--- src/rtl/esc_write_decoder.sv ---
module esc_write_decoder #(
  parameter int MEM_DEPTH = 8192,
  localparam int AW = $clog2(MEM_DEPTH)
) (
  input  logic          clk,
  input  logic          rst_n,
  input  logic          in_valid,
  input  logic [7:0]    in_byte,
  input  logic [3:0]    board_addr,
  output logic          parse_reset,
  output logic          trig_flag,
  output logic          arm_flag,
  output logic          clk2x_flag,
  output logic          start_flag,
  output logic          wr_en,
  output logic [3:0]    wr_chan,
  output logic [AW-1:0] wr_addr,
  output logic [15:0]   wr_data
);

  localparam logic [7:0] ESC = 8'hA5;

  typedef enum logic [1:0] {P_CHAN, P_FIRST, P_LAST, P_DATA} pstate_t;

  pstate_t     st;
  logic        esc_q;
  logic        have_lo;
  logic [7:0]  lo_q;
  logic        sel_q;
  logic [15:0] cur_q;
  logic [15:0] last_q;

  wire         is_lead   = in_valid && !esc_q && (in_byte == ESC);
  wire         is_cmd    = in_valid && esc_q && (in_byte != ESC);
  wire         is_data   = in_valid && (esc_q ? (in_byte == ESC) : (in_byte != ESC));
  wire [6:0]   cmd_code  = in_byte[7:1];
  wire         cmd_on    = ~in_byte[0];
  wire         do_reset  = is_cmd && (in_byte == 8'h00);
  wire [15:0]  word      = {in_byte, lo_q};

  always_ff @(posedge clk) begin
    if (!rst_n) begin
      st          <= P_CHAN;
      esc_q       <= 1'b0;
      have_lo     <= 1'b0;
      lo_q        <= '0;
      sel_q       <= 1'b0;
      cur_q       <= '0;
      last_q      <= '0;
      parse_reset <= 1'b0;
      trig_flag   <= 1'b0;
      arm_flag    <= 1'b0;
      clk2x_flag  <= 1'b0;
      start_flag  <= 1'b0;
      wr_en       <= 1'b0;
      wr_chan     <= '0;
      wr_addr     <= '0;
      wr_data     <= '0;
    end else begin
      parse_reset <= do_reset;
      wr_en       <= 1'b0;
      if (in_valid) esc_q <= is_lead;
      if (is_cmd) begin
        case (cmd_code)
          7'd1:    trig_flag  <= cmd_on;
          7'd2:    arm_flag   <= cmd_on;
          7'd3:    clk2x_flag <= cmd_on;
          7'd4:    start_flag <= cmd_on;
          default: ;
        endcase
      end
      if (do_reset) begin
        have_lo <= 1'b0;
        st      <= P_CHAN;
      end else if (is_data) begin
        if (!have_lo) begin
          lo_q    <= in_byte;
          have_lo <= 1'b1;
        end else begin
          have_lo <= 1'b0;
          case (st)
            P_CHAN: begin
              sel_q   <= (word[7:4] == board_addr);
              wr_chan <= word[3:0];
              st      <= P_FIRST;
            end
            P_FIRST: begin
              cur_q <= word;
              st    <= P_LAST;
            end
            P_LAST: begin
              last_q <= word;
              st     <= P_DATA;
            end
            default: begin
              wr_en   <= sel_q;
              wr_addr <= cur_q[AW-1:0];
              wr_data <= word;
              cur_q   <= cur_q + 16'd1;
              if (cur_q == last_q) st <= P_CHAN;
            end
          endcase
        end
      end
    end
  end

  assert_single_write_R10: assert property (@(posedge clk) disable iff (!rst_n)
    wr_en |=> !wr_en);

  assert_idle_quiet_R10: assert property (@(posedge clk) disable iff (!rst_n)
    !in_valid |=> (!wr_en && !parse_reset));

  assert_reset_pulse_R3: assert property (@(posedge clk) disable iff (!rst_n)
    parse_reset |=> !parse_reset);

  assert_reset_no_write_R3: assert property (@(posedge clk) disable iff (!rst_n)
    parse_reset |-> !wr_en);

  assert_flags_hold_R2: assert property (@(posedge clk) disable iff (!rst_n)
    !in_valid |=> $stable({trig_flag, arm_flag, clk2x_flag, start_flag}));

  assert_reset_keeps_flags_R3: assert property (@(posedge clk) disable iff (!rst_n)
    parse_reset |-> $stable({trig_flag, arm_flag, clk2x_flag, start_flag}));

endmodule

--- config.mk ---
export PLATFORM = sky130hd
export DESIGN_NAME = esc_write_decoder
export DESIGN_NICKNAME = d
export VERILOG_FILES = /design/src/rtl/esc_write_decoder.sv
export SDC_FILE = /design/constraint.sdc
export NUM_CORES = 1
export LEC_CHECK = 0
export BUFFER_PORTS_ARGS = -buffer_cell sky130_fd_sc_hd__buf_2
export CAP_MARGIN = 20
export CELL_PAD_IN_SITES_DETAIL_PLACEMENT = 2
export CELL_PAD_IN_SITES_GLOBAL_PLACEMENT = 2
export CORE_MARGIN = 2
export CORE_UTILIZATION = 35
export CTS_CLUSTER_SIZE = 12
export DETAILED_ROUTE_END_ITERATION = 8
export GPL_TIMING_DRIVEN = 1
export PLACE_DENSITY_LB_ADDON = 0.1
export SLEW_MARGIN = 20
export SYNTH_ARGS = -nofsm -noshare
export SYNTH_HDL_FRONTEND = slang
export SYNTH_SLANG_ARGS = --single-unit
--- constraint.sdc ---
create_clock -name clk -period 2.95 [get_ports clk]
set_input_delay 0.59 -clock clk [delete_from_list [all_inputs] [get_ports clk]]
set_output_delay 0.59 -clock clk [all_outputs]
set_load 0.1 [all_outputs]
==> key figures <==
CTS
  • Clk buf depth: 2
  • Clock root buffer: clkbuf_8
  • Hold_buf cts: 0
  • Postcts setup bufs: 0
  • H-tree depth: 3
  • Clock Latency Late Sink: ~370 ps
  • Clock buffer count from CTS: 9
  • Sink Count: 84
  • CTS resizes: 0
  • Clock transition at path regs: about 100 ps
  • CTS tree: built

Final layout
  • Final Core Density: 41.57%
  • Share of layout cells above drive strength 1: 19.42%
  • ANT cells: 0
  • Syn-to-layout area delta: 15.89%
  • Most common cell after layout, fill and taps aside: dfxtp_1
  • Storage element area: between 1500 and 2000 µm²
  • Final #Nets: 499
  • Commonest non-fill, non-tap cells in the layout: dfxtp_1, nor2_1, mux2i_1
  • Fillers: roughly 1200
  • Multi-input logic area: 2042 µm²

Floorplanning
  • Die ar.: between 10000 and 15000 µm²
  • Core ar.: 10840 µm²
  • Die H: approximately 110 µm
  • Ports: 54
  • Starting Density: 35.87%
  • Rows: 38
  • Die X: about 110 µm

Routing
  • Drt drc: 0
  • Via count: 3278
  • Mean routed wirelength per cell: between 15 and 20 µm
  • Drt initial violations: roughly 120
  • Vias per cell: 5.253
  • ANT nets after route: 0
  • Total length of routed wires: 11640 µm
  • First-pass DRT Iterations: 4

Setup path
  • CP required: 3260 ps
  • Worst setup SP type: input port
  • Slowest-stage cell, CP: or4b_4
  • R2R Path End: cur_q[14]$_SDFFE_PN0P_
  • Crit path capture type: register
  • Crit path cell chain: buf_2 > or4b_4 > nor3_4 > o21ai_2 > or4_1 > a21oi_1
  • Crit-path max cell delay: ~550 ps
  • CP startpoint: in_byte[2]
  • Worst Setup EP: sel_q$_SDFFE_PN0P_
  • WP data arrival: 2580 ps
  • R2R Path Start: cur_q[0]$_SDFFE_PN0P_
  • Critical path peak fanout: 11
  • Crit Path Class: input port to register
  • R2R cell count: 6
  • Flop-to-flop setup slack: between 800 and 900 ps

Global route
  • Total gr overflow: 0
  • Largest net degree at the start of global routing: 46
  • GRT Total Usage: approximately a fifth
  • Initial antenna violation count: 0
  • Vias in the first global route: between 3000 and 4000
  • First-pass GRT wire length: 18740 µm

Logic synthesis
  • FF+latch count, synth: 84
  • Number of synthesized flops with an enable pin: 0
  • Ys async rst share: 0%
  • Post-synthesis sequential area ratio: between 40% and 50%
  • Syn_nets: about 450
  • Post-synth top area cell: dfxtp_1
  • Syn. warnings: 0
  • Main synth FF type: dfxtp_1
  • Post-Syn Area: between 3000 and 4000 µm²
  • Largest cells by area after synthesis: dfxtp_1, mux2i_1, nor2_1
  • Syn_area_per_cell: approximately 9 µm²
  • Library cells used by synthesis: 49
  • Post-Syn Instances: roughly 430
  • Post-synth top area share: between 40% and 50%

Place
  • PortBufs: 53
  • Placer congestion estimate: roughly 0.77
  • Final HPWL DP: between 8000 and 9000 µm

Timing
  • Final-report max-slew violation count: 0
  • Final setup viols: 0
  • Slew @ Worst Pin: a little over 700 ps
  • Setup_tns: 0 ps
  • RSZ-0062 raised after global routing: false
  • Fmax: roughly 440 MHz
  • Fin crit period: 2266 ps
  • Fin. Hold Viols: 0
  • Headroom to the max-slew limit: a little over half
  • Clock Skew: between 10 and 15 ps
  • Fin crit share: approximately 77%

Run status
  • Status: finished clean

Hold path
  • Hold WC Path Type: register to register
  • Hold path cells: 2

Job
  • Max-cap viol count: 0

Power
  • VDD IR-drop max: approximately 0.00027 V
  • Leakage power: roughly 2.3 nW
  • Cell Pwr Density: between 400 and 500 nW/µm²
-- cell usage after synthesis, types with 3 or more instances --
cell,count
buf_2,8
or4_1,4
nand3_1,8
ha_1,5
a211oi_1,3
o21a_1,5
nor4_1,5
inv_1,6
nand2_1,28
clkbuf_1,21
and3_1,5
o21ai_0,16
nand2b_1,3
nand4_1,3
nor2_1,74
a31oi_1,6
mux2i_1,61
a21oi_1,22
o31ai_1,3
buf_6,3
nor3_1,7
dfxtp_1,84
xor2_1,19
and2_1,3
-- registers in the layout (all words and copies together), names as in the netlist, 2 cells and up --
signal   count
wr_chan      4
cur_q       16
last_q      16
wr_data     16
wr_addr     13
st           2
lo_q         8
-- power breakdown --
part	internal [mW]	switching, mW
logic	0.0601	0.108
registers	1.15	0.0224
clock network	0.321	0.477
-- per-layer routing --
layer  share of wire, %  vias to the layer above  GRT usage, %
met5                  0                        -             0
met4                1.8                        0         8.228
met3                1.7                       14         3.082
met2                 49                       30         34.88
met1                 48                     1646         27.52
li1                   -                     1588             -
-- how the worst min path moves through the flow --
stage	to	start
after global routing	wr_en$_SDFF_PP0_	sel_q$_SDFFE_PN0P_
after floorplan	wr_en$_SDFF_PP0_	sel_q$_SDFFE_PN0P_
after global placement	wr_en$_SDFF_PP0_	sel_q$_SDFFE_PN0P_
after detailed placement	wr_en$_SDFF_PP0_	sel_q$_SDFFE_PN0P_
final	wr_en$_SDFF_PP0_	sel_q$_SDFFE_PN0P_
after CTS	wr_en$_SDFF_PP0_	sel_q$_SDFFE_PN0P_
-- layout make-up --
class / count / share of cell area, %
Clock buffer: 9 / 2.748
Clock inverter: 7 / 1.305
Inverter: 6 / 0.4997
Multi-Input combinational cell: 310 / 45.31
Sequential cell: 84 / 37.31
Tap cell: 140 / 3.887
Timing Repair Buffer: 68 / 8.939
-- cell families after synthesis --
logic type | count (synthesis) | synth area share [%]
AO/OA/AOI/OAI | 70 | 11.29
buffers and inverters | 40 | 4.698
multiplexers | 62 | 15.99
adder cells (fa/ha/maj) | 5 | 1.609
flip-flops | 84 | 43.24
XOR/XNOR | 21 | 4.730
AND/OR/NAND/NOR | 152 | 18.44
-- metrics by stage --
stage / instance area, µm² / total power, mW / instances / hold slack (ps) / worst slack [ps]
after CTS: 4507 / 2.176 / 624 / 444.8 / 695.4
after global placement: 4324 / 1.361 / 608 / 415.3 / 349.7
after floorplan: 3889 / 1.296 / 434 / 409.9 / 450.7
after detailed placement: 4324 / 1.366 / 608 / 428.1 / 292.7
final: 4507 / 2.133 / 624 / 445.8 / 683.5
after global routing: 4507 / 2.238 / 624 / 476.5 / 560.6
-- critical path, delay by kind of cell --
family | cells | cell delay, ps
compound gates | 2 | 320
buf+inv | 1 | 220
simple gates | 3 | 1450
Power figures use the tool's default switching activity.
